<file path="config.mk">
export PLATFORM = sky130hd
export DESIGN_NAME = pwr_mode_ctrl
export DESIGN_NICKNAME = d
export VERILOG_FILES = /design/src/rtl/pwr_mode_pkg.sv /design/src/rtl/pm_wake_detect.sv /design/src/rtl/pm_stab_timer.sv /design/src/rtl/pm_pin_select.sv /design/src/rtl/pwr_mode_ctrl.sv
export SDC_FILE = /design/constraint.sdc
export NUM_CORES = 1
export LEC_CHECK = 0
export BUFFER_PORTS_ARGS = -buffer_cell sky130_fd_sc_hd__buf_2
export CAP_MARGIN = 20
export CORE_ASPECT_RATIO = 0.75
export CORE_UTILIZATION = 48
export CTS_BUF_LIST = sky130_fd_sc_hd__clkbuf_16
export DETAILED_ROUTE_END_ITERATION = 8
export PLACE_DENSITY = 0.76
export SYNTH_ARGS = -nofsm -noshare
export SYNTH_HDL_FRONTEND = slang
export SYNTH_SLANG_ARGS = --single-unit
</file>
<file path="constraint.sdc">
create_clock -name clk -period 2.6 [get_ports clk]
set_clock_uncertainty 0.15 [all_clocks]
set_input_delay 0.26 -clock clk [delete_from_list [all_inputs] [get_ports clk]]
set_output_delay 0.26 -clock clk [all_outputs]
set_load 0.03 [all_outputs]
</file>
<file path="src/rtl/pwr_mode_pkg.sv">
package pwr_mode_pkg;
  typedef enum logic [2:0] {
    PM_RSTWAIT = 3'd0,
    PM_RUN     = 3'd1,
    PM_IDLE    = 3'd2,
    PM_PDOWN   = 3'd3,
    PM_WAKE    = 3'd4
  } pm_state_t;
endpackage

</file>
<file path="src/rtl/pm_wake_detect.sv">
module pm_wake_detect #(
  parameter int N_XINT = 2
) (
  input  logic              wake_en,
  input  logic [N_XINT-1:0] xint_en,
  input  logic [N_XINT-1:0] xint_level,
  input  logic [N_XINT-1:0] xint_n,
  output logic              wake_req,
  output logic              pin_low
);
  logic [N_XINT-1:0] lane_ok;

  // A line may end Power-down only if it is enabled and level-sensitive
  for (genvar j = 0; j < N_XINT; j++) begin : g_lane
    assign lane_ok[j] = xint_en[j] & xint_level[j] & ~xint_n[j];
  end

  assign pin_low  = |lane_ok;
  assign wake_req = wake_en & pin_low;
endmodule

</file>
<file path="src/rtl/pm_stab_timer.sv">
module pm_stab_timer #(
  parameter int CNT_W = 16
) (
  input  logic             clk,
  input  logic             clr,
  input  logic [CNT_W-1:0] limit,
  output logic             done
);
  logic [CNT_W-1:0] cnt;

  assign done = (cnt >= limit);

  always_ff @(posedge clk) begin
    if (clr)
      cnt <= '0;
    else if (!done)
      cnt <= cnt + 1'b1;
  end
endmodule

</file>
<file path="src/rtl/pm_pin_select.sv">
module pm_pin_select
  import pwr_mode_pkg::*;
(
  input  logic      clk,
  input  pm_state_t st_n,
  input  logic      ext_exec,
  output logic      cpu_clk_en,
  output logic      per_clk_en,
  output logic      osc_en,
  output logic      strobe_hold,
  output logic      strobe_val,
  output logic      p0_float,
  output logic      p2_addr,
  output logic      pwm_high,
  output logic      mode_idle,
  output logic      mode_pdown
);
  // Outputs are decoded from the next state, so they line up with the state register
  always_ff @(posedge clk) begin
    cpu_clk_en  <= 1'b0;
    per_clk_en  <= 1'b0;
    osc_en      <= 1'b1;
    strobe_hold <= 1'b0;
    strobe_val  <= 1'b0;
    p0_float    <= 1'b0;
    p2_addr     <= 1'b0;
    pwm_high    <= 1'b0;
    mode_idle   <= 1'b0;
    mode_pdown  <= 1'b0;
    case (st_n)
      PM_RUN: begin
        cpu_clk_en <= 1'b1;
        per_clk_en <= 1'b1;
      end
      PM_IDLE: begin
        per_clk_en  <= 1'b1;
        strobe_hold <= 1'b1;
        strobe_val  <= 1'b1;
        p0_float    <= ext_exec;
        p2_addr     <= ext_exec;
        pwm_high    <= 1'b1;
        mode_idle   <= 1'b1;
      end
      PM_PDOWN, PM_WAKE: begin
        osc_en      <= (st_n == PM_WAKE);
        strobe_hold <= 1'b1;
        p0_float    <= ext_exec;
        pwm_high    <= 1'b1;
        mode_pdown  <= 1'b1;
      end
      default: ;
    endcase
  end
endmodule

</file>
<file path="src/rtl/pwr_mode_ctrl.sv">
module pwr_mode_ctrl
  import pwr_mode_pkg::*;
#(
  parameter int N_XINT = 2,
  parameter int CNT_W  = 16
) (
  input  logic              clk,
  input  logic              rst,
  input  logic              ctl_wr,
  input  logic              ctl_idle_req,
  input  logic              ctl_pd_req,
  input  logic              wake_en,
  input  logic [N_XINT-1:0] xint_en,
  input  logic [N_XINT-1:0] xint_level,
  input  logic [N_XINT-1:0] xint_n,
  input  logic              irq_pend,
  input  logic              ext_exec,
  input  logic [CNT_W-1:0]  stab_limit,
  output logic              cpu_clk_en,
  output logic              per_clk_en,
  output logic              osc_en,
  output logic              strobe_hold,
  output logic              strobe_val,
  output logic              p0_float,
  output logic              p2_addr,
  output logic              pwm_high,
  output logic              sfr_rst,
  output logic              mode_idle,
  output logic              mode_pdown
);
  pm_state_t st, st_n;
  logic      wake_req, pin_low, tmr_done, tmr_clr;

  pm_wake_detect #(.N_XINT(N_XINT)) u_wake (
    .wake_en   (wake_en),
    .xint_en   (xint_en),
    .xint_level(xint_level),
    .xint_n    (xint_n),
    .wake_req  (wake_req),
    .pin_low   (pin_low)
  );

  // Timer counts only while waiting for the oscillator
  assign tmr_clr = rst | ~((st == PM_WAKE) | (st == PM_RSTWAIT));

  pm_stab_timer #(.CNT_W(CNT_W)) u_timer (
    .clk  (clk),
    .clr  (tmr_clr),
    .limit(stab_limit),
    .done (tmr_done)
  );

  always_comb begin
    st_n = st;
    if (rst) begin
      st_n = PM_RSTWAIT;
    end else begin
      case (st)
        PM_RSTWAIT: if (tmr_done) st_n = PM_RUN;
        PM_RUN: begin
          if (ctl_wr && ctl_pd_req)        st_n = PM_PDOWN;
          else if (ctl_wr && ctl_idle_req) st_n = PM_IDLE;
        end
        PM_IDLE:  if (irq_pend) st_n = PM_RUN;
        PM_PDOWN: if (wake_req) st_n = PM_WAKE;
        PM_WAKE:  if (tmr_done && !pin_low) st_n = PM_RUN;
        default:  st_n = PM_RSTWAIT;
      endcase
    end
  end

  always_ff @(posedge clk) begin
    st      <= st_n;
    sfr_rst <= !rst && (st == PM_RSTWAIT) && tmr_done;
  end

  pm_pin_select u_pins (
    .clk        (clk),
    .st_n       (st_n),
    .ext_exec   (ext_exec),
    .cpu_clk_en (cpu_clk_en),
    .per_clk_en (per_clk_en),
    .osc_en     (osc_en),
    .strobe_hold(strobe_hold),
    .strobe_val (strobe_val),
    .p0_float   (p0_float),
    .p2_addr    (p2_addr),
    .pwm_high   (pwm_high),
    .mode_idle  (mode_idle),
    .mode_pdown (mode_pdown)
  );
endmodule

</file>
==> results of run 1 <==
cell usage in the layout, fill, tap and decap left out, drive strengths merged, types with 8 or more instances in the layout:
cell type,n
buf,46
dfxtp,28
a21oi,22
inv,21
ha,17
nand2,14
nor2,10
o31ai,9
or4,9
o21ai,9
nand3,8
metal layers:
layer | wire, µm | share of wire
met1 | 1930 | 0.51
met2 | 1580 | 0.42
met3 | 197 | 0.053
met4 | 43 | 0.011
met5 | 0 | 0
worst max-delay path, stage by stage (launching register included):
cell	delay, ps
sky130_fd_sc_hd__dfxtp_1	330
sky130_fd_sc_hd__inv_1	50
sky130_fd_sc_hd__ha_1	270
sky130_fd_sc_hd__nand2b_4	140
sky130_fd_sc_hd__a2111oi_2	330
sky130_fd_sc_hd__nand3b_2	250
sky130_fd_sc_hd__nand3_4	170
sky130_fd_sc_hd__or4_1	540
sky130_fd_sc_hd__a21oi_1	170
synth_stat cells, drive strengths merged:
library cell,n,area (µm²)
and4,3,26.3
a21oi,22,110
o211ai,1,7.51
buf,4,30.0
a211oi,2,32.5
ha,17,213
nand3b,1,11.3
o21bai,1,7.51
dfxtp,28,561
mux2i,2,20.0
nor2b,1,6.26
nand2,14,52.6
nand4,6,37.5
and3,3,18.8
nor3,3,15.0
nand3,7,47.6
o21a,2,15.0
nor2,10,37.5
or2,2,12.5
a2111oi,1,15.0
o21ai,9,45.0
and2,1,6.26
o311ai,1,8.76
or3,4,25.0
a21o,1,7.51
nand2b,4,32.5
a311o,1,10.0
or4,9,67.6
o22ai,1,6.26
o31ai,9,67.6
xnor2,1,8.76
nor3b,1,7.51
nor4,1,6.26
clkbuf,3,11.3
o311a,1,10.0
xor2,1,8.76
inv,21,78.8
a41oi,1,8.76
where the power goes:
group / internal [mW] / switching [mW]
logic: 0.0441 / 0.0392
clock network: 0.206 / 0.145
registers: 0.433 / 0.00484
layout make-up:
class	instances	area share
timing repair buffer	46	0.120
clock inverter	1	0.00184
tap	40	0.0246
clock buffer	3	0.0369
inverter	21	0.0387
multi-input combinational	145	0.502
sequential	28	0.275
through the flow:
step	utilization	setup slack [ps]	power (mW)
after floorplan	-	193	0.495
after global placement	0.584	43.6	0.529
after detailed placement	0.584	-2.65	0.531
after CTS	0.611	56.3	0.877
after global routing	0.611	-18.8	0.906
final	0.611	127	0.872
flip-flops by register name, indices dropped and copies added (netlist names):
signal	cells
u_pins.pwm_high	1
u_pins.mode_pdown	1
u_pins.cpu_clk_en	1
u_timer.cnt	16
u_pins.per_clk_en	1
u_pins.mode_idle	1
st	3
u_pins.osc_en	1
u_pins.p0_float	1
u_pins.p2_addr	1
sfr_rst	1
what timing repair did:
item,CTS,global route
endpoints found under the setup margin,1,14
resized for setup,0,1
setup buffers,0,0
cloned,1,0
pin swaps,1,3
worst paths after layout:
check / start / end / cells after the start
hold / removal: ext_exec / u_pins.p0_float / 2
setup reg to reg: u_timer.cnt[0] / u_timer.cnt[12] / 8
setup / recovery: u_timer.cnt[0] / u_timer.cnt[12] / 8
hold reg to reg: u_timer.cnt[15] / u_timer.cnt[15] / 2
kinds of logic after synthesis:
group	count (synthesis)
AOI/OAI and AO/OA	53
xor gates and xnor gates	2
adders and majority gates	17
buffers and inverters	28
DFF	28
muxes	2
and+or+nand+nor	70
==> impl_metrics.csv, run 1 <==
group,metric,value,unit
synthesis,synth-compound-area-share,0.208,
finish,drive_gt1_frac,0.238,
synthesis,synth.area.mux_share,0.0118,
drt,totalWireLength,3750,µm
drt,route.detailed.vias_per_inst,5.58,
critical_path,critPathLaunchType,"flip-flop",
min_path,timing.hold.worst.class,"in -> reg",
critical_path,cp_data_required_time,2630,ps
synthesis,synth_top_family_by_area,"simple AND/OR/NAND/NOR gates",
global_routing,groute.usage.overall,0.214,
floorplan,start_util,0.508,
floorplan,rows,18,
critical_path,arrival,2500,ps
critical_path,slack_of_the_worst_reg_to_reg_path,130,ps
global_routing,top_usage_layer,"met2",
finish,layout-area-overhead-vs-synth,20.3,%
timing,timing_worst_slew_pin_value,631,ps
critical_path,worst_setup_path_end_kind,"flip-flop",
finish,num-nets-final,292,
cts,cts_hold_buffers,0,
power_and_ir_drop,cellLeakagePower,0.957,nW
timing,fin_tns_setup,0,ps
cts,cts_sinks,28,
timing,period_minus_slack,2470,ps
placed_design,place.gp.congestion,0.787,
outcome,outcome,"finished, violations left",
floorplan,coreArea,3330,µm²
placed_design,port_buffers,40,
drt,drc,10,
floorplan,floorplan.die_area,3770,µm²
global_routing,initial_antenna_violation_count,0,
timing,setup_viol,0,
synthesis,synth_fa_ha_area_frac,0.126,
finish,area_taken_by_multi_input_logic_gates,1020,µm²
cts,tritoncts.num_buffers,3,
synthesis,synth_simple_gate_area_frac,0.242,
placed_design,dpl-instance-area,1950,µm²
timing,finalHoldViolations,0,
drt,drt_iter0_markers,120,
global_routing,gr-total-overflow,0,
drt,dr_total_vias,1585,
drt,routed_wire_length_per_instance,13.2,µm
cts,clock_tree.htree_level_count,1,
cts,clock_latency,260,ps
cts,tritoncts,"built",
synthesis,synthesis.yosys.warnings,0,
floorplan,number_of_primary_i_o_pins,41,
placed_design,placedCellCount,279,
critical_path,critical_path_fanouts_max,13,
cts,clock_path_buffers,2,
power_and_ir_drop,worst_ir_drop_vdd,0.397,mV
synthesis,yosys.area_share.xor_xnor,0.0103,
timing,rsz0062_at_grt,"true",
synthesis,synth.yosys.seq_area_share,0.331,
cts,cts_root_buf,"sky130_fd_sc_hd__clkbuf_16",
global_routing,grt.met1_usage,0.292,
outcome,violations,"DRC",
finish,finalInstanceArea,2040,µm²
synthesis,synthesis.instances,200,
synthesis,synthesis.area_per_instance,8.46,µm²
synthesis,post_synth_num_cell_types,43,
global_routing,grt_pass1_vias,1388,
timing,max_freq,0.404,GHz
finish,final.fill_count,303,
finish,layoutNonFillerInstCount,284,
synthesis,net_count_after_synthesis,247,
floorplan,floorplan.die.height,53.4,µm
global_routing,grt_max_degree,18,
drt,ant_nets,0,
flow_run,maxCapViolations,0,
synthesis,synthesis.area,1690,µm²
timing,min_hold_slack,72.8,ps
critical_path,timing.setup.critical_path_class,"reg -> reg",
global_routing,grt_use_met3,0.0476,
timing,part_of_the_cycle_the_worst_path_needs,0.951,
placed_design,dpl.hpwl,2760,µm
finish,diodes_inserted,0,
cts,clk_pin_slew_worst_paths,70,ps
timing,max_slew_violation_count,0,
synthesis,ys_ff_latch,28,
global_routing,wire_length_of_the_first_global_routing_pass,6220,µm
floorplan,die_x,70.6,µm
power_and_ir_drop,power.density_cell_area,429,nW/µm²
drt,drtPass1Iterations,6,
global_routing,use_met2,0.346,
finish,area_used_by_sequential_logic_in_the_layout,561,µm²
timing,max_slew_margin,0.580,
Power figures use the tool's default switching activity.
==> inputs of run 2 (changes only) <==
--- a/config.mk
+++ b/config.mk
@@ -12,6 +12,7 @@
 export CTS_BUF_LIST = sky130_fd_sc_hd__clkbuf_16
 export DETAILED_ROUTE_END_ITERATION = 8
 export PLACE_DENSITY = 0.76
+export RECOVER_POWER = 100
 export SYNTH_ARGS = -nofsm -noshare
 export SYNTH_HDL_FRONTEND = slang
 export SYNTH_SLANG_ARGS = --single-unit
==> run 2 against run 1 <==
Effect of this change: the run still ends with DRC left; global-route usage stayed put; flip-flop and latch count is the same; first-iteration DRC count up 11%; worst hold slack about the same; via count up 0.82%; sequential share of layout area is 0.24 points higher; power increased by 0.10%; combinational power hardly changed; routed wire length grew 0.48%; design area is 0.86% lower; critical path type unchanged; critical endpoint unchanged.
==> impl_metrics.csv, run 2 (same netlist as run 1, synthesis figures left out) <==
group,metric,value,unit
outcome,outcome,"finished, violations left",
outcome,violations,"DRC",
finish,layout.cells.most_common_list,"sky130_fd_sc_hd__buf_2, sky130_fd_sc_hd__dfxtp_1, sky130_fd_sc_hd__a21oi_1, sky130_fd_sc_hd__inv_1, sky130_fd_sc_hd__ha_1",
floorplan,floorplan.die.height,53.4,µm
critical_path,slack_of_the_worst_reg_to_reg_path,120,ps
global_routing,top_usage_layer,"met2",
flow_run,maxCapViolations,0,
timing,finalHoldViolations,0,
critical_path,path_cells,"inv_1, ha_1, nand2b_4, a2111oi_2, nand3b_2, nand3_4, or4_1, a21oi_1",
critical_path,worst_setup_path_end_kind,"flip-flop",
cts,cts_hold_buffers,0,
drt,totalWireLength,3770,µm
timing,setup_viol,0,
timing,max_freq,0.403,GHz
finish,top_register,"u_timer.cnt",
placed_design,dpl.hpwl,2760,µm
cts,clk_pin_slew_worst_paths,70,ps
finish,num-nets-final,292,
global_routing,wire_length_of_the_first_global_routing_pass,6220,µm
power_and_ir_drop,p_switching,0.190,mW
critical_path,gate_family_responsible_for_the_most_delay_along_the_worst_path,"simple AND/OR/NAND/NOR gates",
global_routing,initial_antenna_violation_count,0,
timing,period_minus_slack,2480,ps
power_and_ir_drop,cell_internal_pwr,0.683,mW
critical_path,rr_worst_depth,8,
critical_path,startpoint,"u_timer.cnt[0]",
timing,max_slew_margin,0.575,
critical_path,timing.setup.critical_path_class,"reg -> reg",
finish,most_common_cell_after_layout_fill_and_taps_aside,"sky130_fd_sc_hd__buf_2",
cts,tritoncts.num_buffers,3,
cts,cts_sinks,28,
floorplan,floorplan.die_area,3770,µm²
finish,reg.largest.list,"u_timer.cnt: 16 flops, st: 3 flops",
timing,timing_worst_slew_pin_value,638,ps
finish,drive_gt1_frac,0.189,
finish,final.fill_count,311,
power_and_ir_drop,clkPwrFrac,0.403,
global_routing,grt_pass1_vias,1388,
placed_design,place.gp.congestion,0.787,
timing,max_slew_violation_count,0,
min_path,timing.hold.worst.class,"in -> reg",
cts,clock_tree.htree_level_count,1,
drt,routed_wire_length_per_instance,13.3,µm
cts,tritoncts,"built",
drt,ant_nets,0,
floorplan,die_x,70.6,µm
floorplan,number_of_primary_i_o_pins,41,
global_routing,grt.met1_usage,0.292,
power_and_ir_drop,power_frac_comb,0.096,
cts,clock_path_buffers,2,
critical_path,critical-path-max-stage-delay,540,ps
drt,route.detailed.vias_per_inst,5.63,
min_path,hold-path-endpoint,"u_pins.p0_float",
min_path,worst_hold_stages,2,
global_routing,groute.usage.overall,0.214,
critical_path,regToRegStartpoint,"u_timer.cnt[0]",
power_and_ir_drop,netSwitchingFraction,0.218,
power_and_ir_drop,power.share.sequential,0.501,
critical_path,timing.critical_path.slowest_stage_cell,"sky130_fd_sc_hd__or4_1",
critical_path,critical_path.n_buffers_inverters,1,
power_and_ir_drop,cellLeakagePower,0.907,nW
critical_path,crit-reg2reg-capture,"u_timer.cnt[12]",
critical_path,critPathLaunchType,"flip-flop",
global_routing,use_met2,0.346,
timing,part_of_the_cycle_the_worst_path_needs,0.954,
drt,drt_iter0_markers,133,
finish,final_core_utilization,0.605,
critical_path,critical_path_fanouts_max,13,
drt,drtPass1Iterations,6,
critical_path,arrival,2510,ps
placed_design,port_buffers,40,
cts,clock_latency,260,ps
finish,layout-area-overhead-vs-synth,19.2,%
drt,drc,10,
timing,rsz0062_at_grt,"true",
floorplan,coreArea,3330,µm²
global_routing,gr-total-overflow,0,
finish,largest_reg_flops,16,
cts,cts_root_buf,"sky130_fd_sc_hd__clkbuf_16",
finish,diodes_inserted,0,
drt,dr_total_vias,1598,
floorplan,rows,18,
power_and_ir_drop,worst_ir_drop_vdd,0.397,mV
global_routing,grt_max_degree,18,
floorplan,start_util,0.508,
critical_path,cp_data_required_time,2630,ps
power_and_ir_drop,fin_total_pwr,0.873,mW
power_and_ir_drop,power.density_cell_area,433,nW/µm²
global_routing,grt_use_met3,0.0476,
min_path,origin_of_the_worst_min_delay_path,"ext_exec",
timing,min_hold_slack,72.5,ps
## run 2: cell count changes in the layout (fill, tap and decap cells not counted), sizes merged
cell	change
buf	-12
clkbuf	+12
## run 2: final cells by class
class	instances	area, µm²	share of cell area
Clock inverter	1	3.75	0.00186
Tap cell	40	50.0	0.0248
Multi-Input combinational cell	145	1020	0.507
Inverter	21	78.8	0.0391
Clock buffer	3	75.1	0.0372
Timing Repair Buffer	46	228	0.113
Sequential cell	28	561	0.278
## run 2: how the worst max path moves through the flow
stage | to | slack [ps] | cells after the start
3_3_place_gp | u_timer.cnt[13] | 40 | 9
3_5_place_dp | u_timer.cnt[6] | -3 | 9
6_report | u_timer.cnt[12] | 120 | 8
2_1_floorplan | u_timer.cnt[7] | 190 | 9
5_1_grt | u_timer.cnt[12] | -20 | 8
4_1_cts | u_timer.cnt[12] | 60 | 7
## run 2: layer usage
layer,vias up,share of wire
li1,825,-
met1,727,0.51
met2,40,0.42
met3,6,0.057
met4,0,0.011
met5,-,0
## run 2: metrics by stage
| stage | worst slack [ps] | std cells | cell area (µm²) | TNS, ps |
|---|---|---|---|---|
| final | 120 | 284 | 2020 | 0 |
| after global routing | -18.8 | 284 | 2020 | -26.5 |
| after CTS | 56.3 | 284 | 2040 | 0 |
| after detailed placement | -2.65 | 279 | 1950 | -5.48 |
| after global placement | 43.6 | 279 | 1950 | 0 |
| after floorplan | 193 | 200 | 1690 | 0 |
## run 2: what timing repair did
item | in CTS | in global routing
pin swaps | 1 | 3
resized for setup | 0 | 1
setup endpoints to repair | 1 | 14
buffers inserted | 0 | 0
cloned | 1 | 0
## run 2: power groups by stage
stage	combinational [mW]	sequential, mW	clock [mW]
floorplan	0.0485	0.447	0
global placement	0.0813	0.447	0
detailed placement	0.0837	0.447	0
CTS	0.0842	0.438	0.355
global route	0.0955	0.438	0.373
finish	0.0834	0.438	0.352
## run 2: worst register-to-register path, stage by stage (launching register included)
cell and delay (ps):
sky130_fd_sc_hd__dfxtp_1 330, sky130_fd_sc_hd__inv_1 50, sky130_fd_sc_hd__ha_1 270, sky130_fd_sc_hd__nand2b_4 140, sky130_fd_sc_hd__a2111oi_2 330, sky130_fd_sc_hd__nand3b_2 250
sky130_fd_sc_hd__nand3_4 180, sky130_fd_sc_hd__or4_1 540, sky130_fd_sc_hd__a21oi_1 160
